<file path="src/rtl/bitop_pkg.sv">
package bitop_pkg;

  typedef enum logic [1:0] {
    ST_IDLE = 2'd0,
    ST_RD   = 2'd1,
    ST_WR   = 2'd2,
    ST_DONE = 2'd3
  } bitop_state_e;

  localparam logic [1:0] SUB_INVERT = 2'b01;
  localparam logic [1:0] SUB_TEST   = 2'b11;

  localparam int FLAG_W = 5;
  localparam int FLAG_Z = 0;

  function automatic logic sub_supported(input logic [1:0] sub);
    return (sub == SUB_INVERT) || (sub == SUB_TEST);
  endfunction

endpackage

</file>
<file path="src/rtl/bitop_addr.sv">
module bitop_addr #(
  parameter int ADDR_W = 32,
  parameter int DISP_W = 16
) (
  input  logic [ADDR_W-1:0] base_i,
  input  logic [DISP_W-2:0] disp_hi_i,
  input  logic              disp_lo_i,
  output logic [ADDR_W-1:0] addr_o
);
  localparam int EXT_W = ADDR_W - DISP_W;

  logic [DISP_W-1:0] disp;
  logic [ADDR_W-1:0] disp_ext;

  always_comb begin
    disp     = {disp_hi_i, disp_lo_i};
    disp_ext = {{EXT_W{disp[DISP_W-1]}}, disp};
    addr_o   = base_i + disp_ext;
  end
endmodule

</file>
<file path="src/rtl/bitop_alu.sv">
module bitop_alu #(
  parameter int DATA_W = 8,
  localparam int IDX_W = $clog2(DATA_W)
) (
  input  logic [DATA_W-1:0] data_i,
  input  logic [IDX_W-1:0]  idx_i,
  output logic              bit_o,
  output logic [DATA_W-1:0] flipped_o
);
  logic [DATA_W-1:0] mask;

  for (genvar g = 0; g < DATA_W; g++) begin : g_mask
    assign mask[g] = (idx_i == IDX_W'(g));
  end

  always_comb begin
    bit_o     = |(data_i & mask);
    flipped_o = data_i ^ mask;
  end
endmodule

</file>
<file path="src/rtl/bitop_ctrl.sv">
module bitop_ctrl
  import bitop_pkg::*;
#(
  parameter int ADDR_W = 32,
  parameter int DATA_W = 8,
  localparam int IDX_W = $clog2(DATA_W)
) (
  input  logic              clk,
  input  logic              rst_n,
  input  logic              start_i,
  input  logic [1:0]        subcode_i,
  input  logic [IDX_W-1:0]  bit_sel_i,
  input  logic [ADDR_W-1:0] addr_i,
  input  logic              rd_bit_i,
  input  logic [DATA_W-1:0] rd_flip_i,
  input  logic [DATA_W-1:0] mem_rdata_i,
  input  logic              mem_ack_i,
  output logic [IDX_W-1:0]  bit_q_o,
  output logic              z_o,
  output logic              psw_we_o,
  output logic              mem_req_o,
  output logic              mem_we_o,
  output logic [ADDR_W-1:0] mem_addr_o,
  output logic [DATA_W-1:0] mem_wdata_o,
  output logic              busy_o,
  output logic              done_o,
  output logic              unsupported_o
);
  bitop_state_e      state_q, state_d;
  logic [ADDR_W-1:0] addr_q, addr_d;
  logic [IDX_W-1:0]  bit_q, bit_d;
  logic              inv_q, inv_d;
  logic [DATA_W-1:0] rd_q, wd_q;
  logic              z_q;
  logic              psw_we_q, psw_we_d;
  logic              unsup_q, unsup_d;
  logic              cap_en;

  always_comb begin
    state_d  = state_q;
    addr_d   = addr_q;
    bit_d    = bit_q;
    inv_d    = inv_q;
    psw_we_d = 1'b0;
    unsup_d  = 1'b0;
    cap_en   = 1'b0;
    unique case (state_q)
      ST_IDLE: begin
        if (start_i) begin
          if (sub_supported(subcode_i)) begin
            state_d = ST_RD;
            addr_d  = addr_i;
            bit_d   = bit_sel_i;
            inv_d   = (subcode_i == SUB_INVERT);
          end else begin
            unsup_d = 1'b1;
          end
        end
      end
      ST_RD: begin
        if (mem_ack_i) begin
          cap_en   = 1'b1;
          psw_we_d = 1'b1;
          state_d  = inv_q ? ST_WR : ST_DONE;
        end
      end
      ST_WR: begin
        if (mem_ack_i) state_d = ST_DONE;
      end
      ST_DONE: state_d = ST_IDLE;
      default: state_d = ST_IDLE;
    endcase
  end

  always_ff @(posedge clk or negedge rst_n) begin
    if (!rst_n) begin
      state_q  <= ST_IDLE;
      addr_q   <= '0;
      bit_q    <= '0;
      inv_q    <= 1'b0;
      psw_we_q <= 1'b0;
      unsup_q  <= 1'b0;
    end else begin
      state_q  <= state_d;
      addr_q   <= addr_d;
      bit_q    <= bit_d;
      inv_q    <= inv_d;
      psw_we_q <= psw_we_d;
      unsup_q  <= unsup_d;
    end
  end

  always_ff @(posedge clk or negedge rst_n) begin
    if (!rst_n) begin
      rd_q <= '0;
      wd_q <= '0;
      z_q  <= 1'b0;
    end else if (cap_en) begin
      rd_q <= mem_rdata_i;
      wd_q <= rd_flip_i;
      z_q  <= ~rd_bit_i;
    end
  end

  assign bit_q_o       = bit_q;
  assign z_o           = z_q;
  assign psw_we_o      = psw_we_q;
  assign mem_req_o     = (state_q == ST_RD) || (state_q == ST_WR);
  assign mem_we_o      = (state_q == ST_WR);
  assign mem_addr_o    = addr_q;
  assign mem_wdata_o   = wd_q;
  assign busy_o        = mem_req_o;
  assign done_o        = (state_q == ST_DONE);
  assign unsupported_o = unsup_q;

  AST_WRITE_ONLY_INVERT: assert property (@(posedge clk) disable iff (!rst_n)
    (mem_req_o && mem_we_o) |-> inv_q);
  AST_WRITE_ONE_BIT: assert property (@(posedge clk) disable iff (!rst_n)
    (mem_req_o && mem_we_o) |-> ($countones(mem_wdata_o ^ rd_q) == 1));
  AST_Z_OPPOSES_BIT: assert property (@(posedge clk) disable iff (!rst_n)
    psw_we_o |-> (z_o != rd_q[bit_q]));
  AST_ADDR_HELD: assert property (@(posedge clk) disable iff (!rst_n)
    (mem_req_o && $past(mem_req_o)) |-> $stable(mem_addr_o));
  AST_BUSY_TILL_WACK: assert property (@(posedge clk) disable iff (!rst_n)
    (mem_req_o && mem_we_o && !mem_ack_i) |=> busy_o);
  AST_UNSUP_QUIET: assert property (@(posedge clk) disable iff (!rst_n)
    unsupported_o |-> (!busy_o && !psw_we_o));
endmodule

</file>
<file path="src/rtl/bitop_unit.sv">
module bitop_unit
  import bitop_pkg::*;
#(
  parameter int ADDR_W = 32,
  parameter int DISP_W = 16,
  parameter int DATA_W = 8,
  localparam int IDX_W = $clog2(DATA_W)
) (
  input  logic              clk,
  input  logic              rst_n,
  input  logic              start_i,
  input  logic [1:0]        subcode_i,
  input  logic [IDX_W-1:0]  bit_sel_i,
  input  logic [ADDR_W-1:0] base_i,
  input  logic [DISP_W-2:0] disp_hi_i,
  input  logic              disp_lo_i,
  input  logic [FLAG_W-1:0] psw_i,
  output logic [FLAG_W-1:0] psw_o,
  output logic              psw_we_o,
  output logic              mem_req_o,
  output logic              mem_we_o,
  output logic [ADDR_W-1:0] mem_addr_o,
  output logic [DATA_W-1:0] mem_wdata_o,
  input  logic [DATA_W-1:0] mem_rdata_i,
  input  logic              mem_ack_i,
  output logic              busy_o,
  output logic              done_o,
  output logic              unsupported_o
);
  logic [ADDR_W-1:0] ea;
  logic [IDX_W-1:0]  bit_q;
  logic              rd_bit;
  logic [DATA_W-1:0] rd_flip;
  logic              z_new;

  bitop_addr #(.ADDR_W(ADDR_W), .DISP_W(DISP_W)) u_addr (
    .base_i    (base_i),
    .disp_hi_i (disp_hi_i),
    .disp_lo_i (disp_lo_i),
    .addr_o    (ea)
  );

  bitop_alu #(.DATA_W(DATA_W)) u_alu (
    .data_i    (mem_rdata_i),
    .idx_i     (bit_q),
    .bit_o     (rd_bit),
    .flipped_o (rd_flip)
  );

  bitop_ctrl #(.ADDR_W(ADDR_W), .DATA_W(DATA_W)) u_ctrl (
    .clk           (clk),
    .rst_n         (rst_n),
    .start_i       (start_i),
    .subcode_i     (subcode_i),
    .bit_sel_i     (bit_sel_i),
    .addr_i        (ea),
    .rd_bit_i      (rd_bit),
    .rd_flip_i     (rd_flip),
    .mem_rdata_i   (mem_rdata_i),
    .mem_ack_i     (mem_ack_i),
    .bit_q_o       (bit_q),
    .z_o           (z_new),
    .psw_we_o      (psw_we_o),
    .mem_req_o     (mem_req_o),
    .mem_we_o      (mem_we_o),
    .mem_addr_o    (mem_addr_o),
    .mem_wdata_o   (mem_wdata_o),
    .busy_o        (busy_o),
    .done_o        (done_o),
    .unsupported_o (unsupported_o)
  );

  always_comb begin
    psw_o         = psw_i;
    psw_o[FLAG_Z] = z_new;
  end

  AST_FLAGS_KEPT: assert property (@(posedge clk) disable iff (!rst_n)
    psw_we_o |-> (psw_o[FLAG_W-1:1] == psw_i[FLAG_W-1:1]));
  AST_DONE_NOT_BUSY: assert property (@(posedge clk) disable iff (!rst_n)
    done_o |-> !busy_o);
endmodule

</file>
<file path="config.mk">
export PLATFORM = sky130hd
export DESIGN_NAME = bitop_unit
export DESIGN_NICKNAME = d
export VERILOG_FILES = /design/src/rtl/bitop_pkg.sv /design/src/rtl/bitop_addr.sv /design/src/rtl/bitop_alu.sv /design/src/rtl/bitop_ctrl.sv /design/src/rtl/bitop_unit.sv
export SDC_FILE = /design/constraint.sdc
export NUM_CORES = 1
export LEC_CHECK = 0
export ABC_AREA = 1
export BUFFER_PORTS_ARGS = -buffer_cell sky130_fd_sc_hd__buf_2
export CORE_MARGIN = 2
export CORE_UTILIZATION = 45
export DETAILED_ROUTE_END_ITERATION = 16
export PLACE_DENSITY = 0.69
export SKIP_LAST_GASP = 1
export SLEW_MARGIN = 20
export SYNTH_ARGS = -nofsm -noshare
export SYNTH_HDL_FRONTEND = slang
export SYNTH_SLANG_ARGS = --single-unit
</file>
<file path="constraint.sdc">
create_clock -name clk -period 2.1 [get_ports clk]
set_input_delay 0.21 -clock clk [delete_from_list [all_inputs] [get_ports clk]]
set_output_delay 0.21 -clock clk [all_outputs]
set_load 0.01 [all_outputs]
</file>
Word-level counts from Yosys, hierarchy flattened --
Index checks and enable logic that the tools add are counted.
Cells by class: reductions and logical operators 7, equality and inequality tests 16, shift operators 0, div/mod/pow operators 0, bitwise gates (word level) 3, add/subtract/negate cells 1, $lt $le $gt $ge 0, multiplexer cells 11, $mul 0
Operators by type and width (number):
- 32-bit adder | 1
- 3-bit == test (second input constant) | 4
- 8-bit bitwise AND | 1
- 2-bit two-way mux | 4
- 2-bit case mux with 4 select lines | 1
- 8-bit OR reduction | 1
- 8-bit XOR | 1
- 2-bit == test (second input constant) | 3
- 3-bit by 2-bit == test with 1-bit output (second input constant) | 2
- 1-bit two-way mux | 6
- 2-bit by 1-bit == test with 1-bit output (second input constant) | 2
- 2-bit by 1-bit inequality test with 1-bit output (second input constant) | 2
- 2-bit inequality test (second input constant) | 2
- 4-bit AND reduction | 1
- 3-bit by 1-bit == test with 1-bit output (second input constant) | 1
- 3-bit zero test | 1
- 3-bit AND reduction | 1
- 2-bit zero test | 1
- 1-bit logical OR | 2
- 1-bit NOT | 1
Storage, ports and cells: memories 0, latch bits 0, memory bits (writable) 0, memory bits (read-only) 0, output and inout bits 51, flip-flop bits (word level) 49, input port bits 70

Depth between registers and ports, before layout --
Gate-level depths: netlist of run 1.
depth in word-level cells 5, gate-level depth with buffers 13, depth with buffers taken out 13

By module --
From an unflattened synthesis of run 1, not the netlist that was laid out.
Unflattened totals: cell total of the unflattened synthesis 756, area, all modules 4834.6 sq um
Modules (own cells, without submodules):
- bitop_addr | instances 1, area an instance 2384.8 sq um, cells an instance 494
- bitop_ctrl | instances 1, area an instance 2184.6 sq um, cells an instance 223
- bitop_alu | instances 1, area an instance 227.7 sq um, cells an instance 34
- bitop_unit | instances 1, area an instance 37.5 sq um, cells an instance 5

Worst setup path before layout of run 1 --
Ideal clock, no wire load.
path kind input to register, start point input base_i[0], end point register u_ctrl.addr_q[24] (netlist: u_ctrl.mem_addr_o[24]), data required time 1.983 ns, setup slack 0.476 ns, path buffers 0, setup time 0.117 ns, cell stages on the path 13, arrival time 1.506 ns, cells stage by stage ha_1 > inv_1 > fa_1 > inv_1 > nand3_1 > nand3_1 > nand2_1 > nand2_1 > nand2_1 > nand3_1 > nand2_1 > nand3_1 > nand2_1
On the way: word-level cells in the longest chain between the ends 1
RTL lines:
- from (decl) | line bitop_unit.sv:14 | input logic [ADDR_W-1:0] base_i,
- 32-bit adder | line bitop_addr.sv:18 | addr_o = base_i + disp_ext;
- to (signal assigned) | line bitop_ctrl.sv:85 | addr_q <= addr_d;
- to (decl) | line bitop_ctrl.sv:30 | logic [ADDR_W-1:0] addr_q, addr_d;
Every way passes these cells. A chain may end at the register's enable or synchronous reset.

Final worst setup path of run 1 --
start point register u_ctrl.state_q[0], end point register u_ctrl.addr_q[3] (netlist: u_ctrl.mem_addr_o[3])
On the way: word-level cells in the longest chain between the ends 2
RTL lines:
- from (decl) | line bitop_ctrl.sv:29 | bitop_state_e state_q, state_d;
- from (signal assigned) | line bitop_ctrl.sv:84 | state_q <= state_d;
- 2-bit zero test | line bitop_ctrl.sv:47 | unique case (state_q)
- 3-bit AND reduction (no source line)
Every way passes these cells.

==> results of run 1 <==
-- metrics by stage --
| stage | std cells | worst slack, ps | cell area, um^2 | hold WS [ps] | util, % |
|---|---|---|---|---|---|
| finish | 955 | 279.5 | 5207 | 79.84 | 53.77 |
| global route | 955 | 76.37 | 5207 | 75.65 | 53.77 |
| CTS | 955 | 142.2 | 5205 | 69.09 | 53.75 |
| detailed placement | 946 | 151.4 | 5112 | 152.2 | 52.79 |
| floorplan | 712 | 476.2 | 4443 | -85.59 | - |
| global placement | 946 | 183.1 | 5112 | 146.3 | 52.79 |
-- power by group through the flow --
| stage | sequential, uW | combinational (uW) | clock, uW |
|---|---|---|---|
| 2_1_floorplan | 1790 | 1280 | 0 |
| 3_3_place_gp | 1620 | 2210 | 0 |
| 3_5_place_dp | 1650 | 2250 | 0 |
| 4_1_cts | 1640 | 2260 | 538 |
| 5_1_grt | 1700 | 2570 | 576 |
| 6_report | 1640 | 2250 | 518 |
-- placed cells by master (no fill, tap or decap), types with 2 or more instances in the layout --
cell and n:
dfrtp_1 49, o21ai_0 17, ha_1 44, nand2_2 4, buf_4 3, xnor2_1 14, inv_2 2, nor4_1 2
a21oi_1 25, o21ai_1 6, nor3_1 13, nand3_2 3, nor2_1 40, nand4_1 3, o21bai_1 2, buf_2 111
nand2_1 299, nand3_1 41, inv_1 120, clkinv_2 2, nor2_2 2, clkbuf_8 5, nand3b_1 4
-- area by class of cell --
type                       count  area, um^2  share of cell area, %
timing repair buffer         115       588.1                  11.29
inverter                     124       467.9                  8.986
clock inverter                 2       10.01                 0.1922
clock buffer                   6       72.57                  1.394
sequential                    49        1226                  23.55
tap                          133       166.4                  3.196
multi-input combinational    526        2676                  51.39
-- flip-flops by register name, indices dropped and copies added (netlist names) --
register	flops
u_ctrl.inv_q	1
u_ctrl.mem_addr_o	32
u_ctrl.bit_q_o	3
u_ctrl.z_o	1
u_ctrl.mem_wdata_o	8
u_ctrl.psw_we_o	1
u_ctrl.unsupported_o	1
u_ctrl.state_q	2
-- worst max-delay path, delay by kind of cell, from the launching register on --
kind / cells / cell delay (ps)
compound gates: 1 / 90
fa+ha+maj: 1 / 200
buf+inv: 3 / 470
flops: 1 / 410
simple gates: 2 / 510
-- timing repair --
action,in CTS,in global routing
hold buffers,1,0
setup buffers,0,0
endpoints found under the setup margin,0,10
hold endpoints to repair,16,0
resized for setup,0,2
-- routing by layer --
metal  vias to the layer above  track usage (%)  part of all wire, %  wire (um)
met5                         -                0                    0          0
met4                         0            5.364                  1.5        167
met3                        11            2.083                  5.6        637
met2                       118            36.87                   45       5146
met1                      1972            30.18                   48       5386
li1                       2405                -                    -          -
-- final timing paths --
| kind | start | endpoint | slack [ps] | cells past startpoint |
|---|---|---|---|---|
| min | subcode_i[0] | u_ctrl.unsupported_o$_DFF_PN0_ | 80 | 2 |
| min reg2reg | u_ctrl.mem_wdata_o[0]$_DFFE_PN0P_ | u_ctrl.mem_wdata_o[0]$_DFFE_PN0P_ | 480 | 2 |
| max in group asynchronous | rst_n | u_ctrl.mem_addr_o[26]$_DFFE_PN0P_ | 1000 | 3 |
| max | u_ctrl.state_q[0]$_DFFE_PN0P_ | u_ctrl.mem_addr_o[3]$_DFFE_PN0P_ | 280 | 7 |
| min in group asynchronous | rst_n | u_ctrl.state_q[0]$_DFFE_PN0P_ | 360 | 2 |
| max reg2reg | u_ctrl.state_q[0]$_DFFE_PN0P_ | u_ctrl.mem_addr_o[3]$_DFFE_PN0P_ | 280 | 7 |
-- cell families after synthesis --
| family | count (synthesis) | share of synthesized area, % |
|---|---|---|
| AND/OR/NAND/NOR | 413 | 38.13 |
| buffers and inverters | 137 | 12.17 |
| AO/OA/AOI/OAI | 53 | 6.308 |
| flip-flops | 49 | 27.60 |
| adder cells (fa/ha/maj) | 45 | 12.84 |
| XOR/XNOR | 15 | 2.957 |
==> results.cfg, run 1 <==
[timing]
final-max-slew-violation-count = 0
finalSetupViolations = 0
fmax_mhz = 549.3
fin_skew_ps = 5.528
worst_pin_slew_ps = 396.2
relSlewSlack_pct = 73.31
rsz0062_at_grt = no
fin_crit_sh_pct = 86.69
hold_viol_final = 0
finalCriticalPeriod_ps = 1821
tns_ps = 0

[power]
swShare_pct = 43.24
leakagePower_uw = 0.003234
ir_drop_uv = 413.8
p_total_uw = 4404
comb_power_share_pct = 51.0
p_sw_uw = 1904
p_int_uw = 2500
clkPwrFrac_pct = 11.8
power_frac_seq_pct = 37.2
powerDensity_mw_per_mm2 = 845.7

[clock_tree]
cts_buffers = 5
h-tree-depth = 2
cts_tree = built
clk_latency_ps = 290
clk_pin_slew_ps = 80
root_buffer = clkbuf_8
clockBufferDepth = 2
cts_num_sinks = 49

[synthesis]
syn-num-nets = 827
synth_edf_count = 0
synthArstFlopShare_pct = 100.0
synth-seq-area-share_pct = 27.60
synth_top_cell_by_area = dfrtp_1
yosys_warnings = 0
synth_area_mm2 = 0.004443
netlist_instances = 712
yosys-top-cells-area = dfrtp_1 28%, nand2_1 25%, ha_1 12%
syn-mean-instance-area_um2 = 6.240
yosysUniqueCellTypes = 30
synth_top_area_share_pct = 27.60
ys_top_cells_by_count = 299 x nand2_1, 120 x inv_1, 49 x dfrtp_1, 44 x ha_1, 41 x nand3_1
yosysMostFrequentCell = nand2_1
ys_seq_elements = 49
synth_flop_cell = dfrtp_1

[placement]
gp_congestion = 0.9042
portBuffers = 111
hpwl_um = 9704

[worst_setup_path]
crit_fanout = 49
crit_path_top_delay_cell = dfrtp_1
cp-start-kind = flop
cp_cell_sequence = inv_1, ha_1, inv_2, nor3_4, inv_4, nand2_1, o21ai_0
worstPathRequired_ps = 2260
critPathMaxStageDelay_ps = 410
end_kind = flop
criticalPathCategory = flop to flop
crit_arrival_ps = 1980

[floorplanning]
die-area_mm2 = 0.01068
io_pins = 121
row_count = 36
core_mm2 = 0.009684
die_x_um = 103.4
die_h_um = 103.4
start_util_pct = 45.88

[grt]
overflow = 0
grt_pass1_wl_um = 18500
antenna_found_initial = 0
grt_max_degree = 50
grtUsageTotal_pct = 21.83
grt_pass1_vias = 4044

[routing]
vias_per_cell = 4.718
dr_total_vias = 4506
drt-initial-drc-count = 195
ant_nets = 0
dr.pass1.iters = 5
wirelength_um = 11340
drc = 0
drt-wirelength-per-cell_um = 11.87

[layout]
layout-drive-gt1-share_pct = 16.42
areaGrowthSynthToFinish_pct = 17.21
n_fill_cell = 980
fin_nets = 936
n_antenna_cell = 0

[run_status]
status = finished clean

[worst_hold_path]
hp-class = input pin to flop

[run]
cap_violations = 0
No activity file was read; power rests on OpenSTA's default activity.
==> inputs of run 2 (changes only) <==
--- a/config.mk
+++ b/config.mk
@@ -7,7 +7,7 @@
 export LEC_CHECK = 0
 export ABC_AREA = 1
 export BUFFER_PORTS_ARGS = -buffer_cell sky130_fd_sc_hd__buf_2
-export CORE_MARGIN = 2
+export CORE_MARGIN = 5
 export CORE_UTILIZATION = 45
 export DETAILED_ROUTE_END_ITERATION = 16
 export PLACE_DENSITY = 0.69
==> run 2 against run 1 <==
First-iteration DRC count is 38% higher. Sequential share of layout area barely moved. Highest routed layer unchanged. Utilization increased by 0.077 points. Register-to-register slack hardly changed. Total power rose by 0.25%. Via count up 1.1%. Count of clock-buffer cells in the layout unchanged.
==> results.cfg, run 2 (synthesis results as in run 1) <==
[routing]
wirelength_um = 11910
vias_per_cell = 4.765
dr.pass1.iters = 5
drt-initial-drc-count = 270
dr_wl_met2_um = 5426
ant_nets = 0
dr_wl_met3_um = 772
dr_total_vias = 4555
drc = 0
met1_length_um = 5518
drt-wirelength-per-cell_um = 12.46
top_layer = met4

[grt]
grtUsageTotal_pct = 20.55
grt_pass1_wl_um = 19660
grt_max_degree = 50
overflow = 0
grt_pass1_vias = 4445
antenna_found_initial = 0

[timing]
final-max-slew-violation-count = 0
relSlewSlack_pct = 72.19
tns_ps = 0
worst_pin_slew_ps = 415.8
rsz0062_at_grt = no
finalCriticalPeriod_ps = 1817
fin_crit_sh_pct = 86.53
fin_skew_ps = 4.495
finalSetupViolations = 0
fmax_mhz = 550.3
worst_hold_slack_ps = 79.94
hold_viol_final = 0

[clock_tree]
h-tree-depth = 2
clk_latency_ps = 290
root_buffer = clkbuf_8
clk_pin_slew_ps = 80
cts_tree = built
cts_num_sinks = 49
clockBufferDepth = 2
cts_setup_buffers = 0
cts_buffers = 5

[placement]
placed_area_mm2 = 0.005120
portBuffers = 111
hpwl_um = 10220
gp_congestion = 0.9234
dp_cells = 947

[layout]
largest_reg_flops = 32
final_common_cell = nand2_1
final_area_mm2 = 0.005215
fin_util_pct = 53.85
layout_common_cells = 299 x nand2_1, 120 x inv_1, 111 x buf_2, 49 x dfrtp_1, 44 x ha_1
layout-drive-gt1-share_pct = 16.52
final_cells = 956
n_antenna_cell = 0
fin_nets = 937
areaGrowthSynthToFinish_pct = 17.38
n_fill_cell = 995

[run]
cap_violations = 0

[worst_setup_path]
cp_cell_sequence = inv_1, ha_1, inv_2, nor3_4, buf_4, nand3_1, nand2_1
critPathMaxStageDelay_ps = 400
criticalPathCategory = flop to flop
crit_path_top_delay_cell = dfrtp_1
cp-start-kind = flop
crit_arrival_ps = 2050
end_kind = flop
crit_fanout = 17
worstPathRequired_ps = 2340

[run_status]
status = finished clean

[floorplanning]
io_pins = 121
row_count = 36
die_h_um = 109.4
start_util_pct = 45.88
die-area_mm2 = 0.01196
core_mm2 = 0.009684
die_x_um = 109.4

[power]
leakagePower_uw = 0.003239
ir_drop_uv = 409.7
powerDensity_mw_per_mm2 = 846.6

[worst_hold_path]
hp-class = input pin to flop
## run 2: worst paths after layout
path | slack, ps | from | to | cells past startpoint
setup / recovery | 280 | u_ctrl.state_q[0]$_DFFE_PN0P_ | u_ctrl.mem_addr_o[17]$_DFFE_PN0P_ | 7
hold / removal | 80 | subcode_i[0] | u_ctrl.unsupported_o$_DFF_PN0_ | 2
setup reg to reg | 280 | u_ctrl.state_q[0]$_DFFE_PN0P_ | u_ctrl.mem_addr_o[17]$_DFFE_PN0P_ | 7
min in group asynchronous | 290 | rst_n | u_ctrl.inv_q$_DFFE_PN0P_ | 2
max in group asynchronous | 1250 | rst_n | u_ctrl.mem_addr_o[26]$_DFFE_PN0P_ | 3
hold reg to reg | 480 | u_ctrl.mem_wdata_o[3]$_DFFE_PN0P_ | u_ctrl.mem_wdata_o[3]$_DFFE_PN0P_ | 2
## run 2: layer usage
metal  GRT usage (%)  vias to the layer above
li1                -                     2408
met1           27.80                     2011
met2           35.22                      125
met3           1.585                       11
met4           5.966                        0
met5               0                        -
## run 2: layout make-up
cell class	count	area (um^2)	area share [%]
Multi-Input combinational cell	526	2676	51.32
Sequential cell	49	1226	23.51
Timing Repair Buffer	116	595.6	11.42
Inverter	124	467.9	8.973
Tap cell	133	166.4	3.191
Clock buffer	6	72.57	1.392
Clock inverter	2	10.01	0.1919
## run 2: what timing repair did
item | CTS | global route
endpoints found under the hold margin | 7 | 0
resized for setup | 0 | 2
setup endpoints to repair | 0 | 11
hold buffers | 1 | 0
## run 2: metrics by stage
stage	setup slack [ps]	power, uW
after floorplan	476.2	3074
after global placement	181.1	3853
after detailed placement	144.6	3932
after CTS	136.8	4462
after global routing	87.94	4845
final	282.9	4415
## run 2: critical path: cells and delay by family (launching register included)
family	cells	cell delay (ps)
DFF	1	400
buffers and inverters	3	520
and+or+nand+nor	3	630
adders and majority gates	1	210
## run 2: where the power goes
group	internal, uW	switching (uW)
Combinational	897	1370
Clock	231	281
Sequential	1370	260
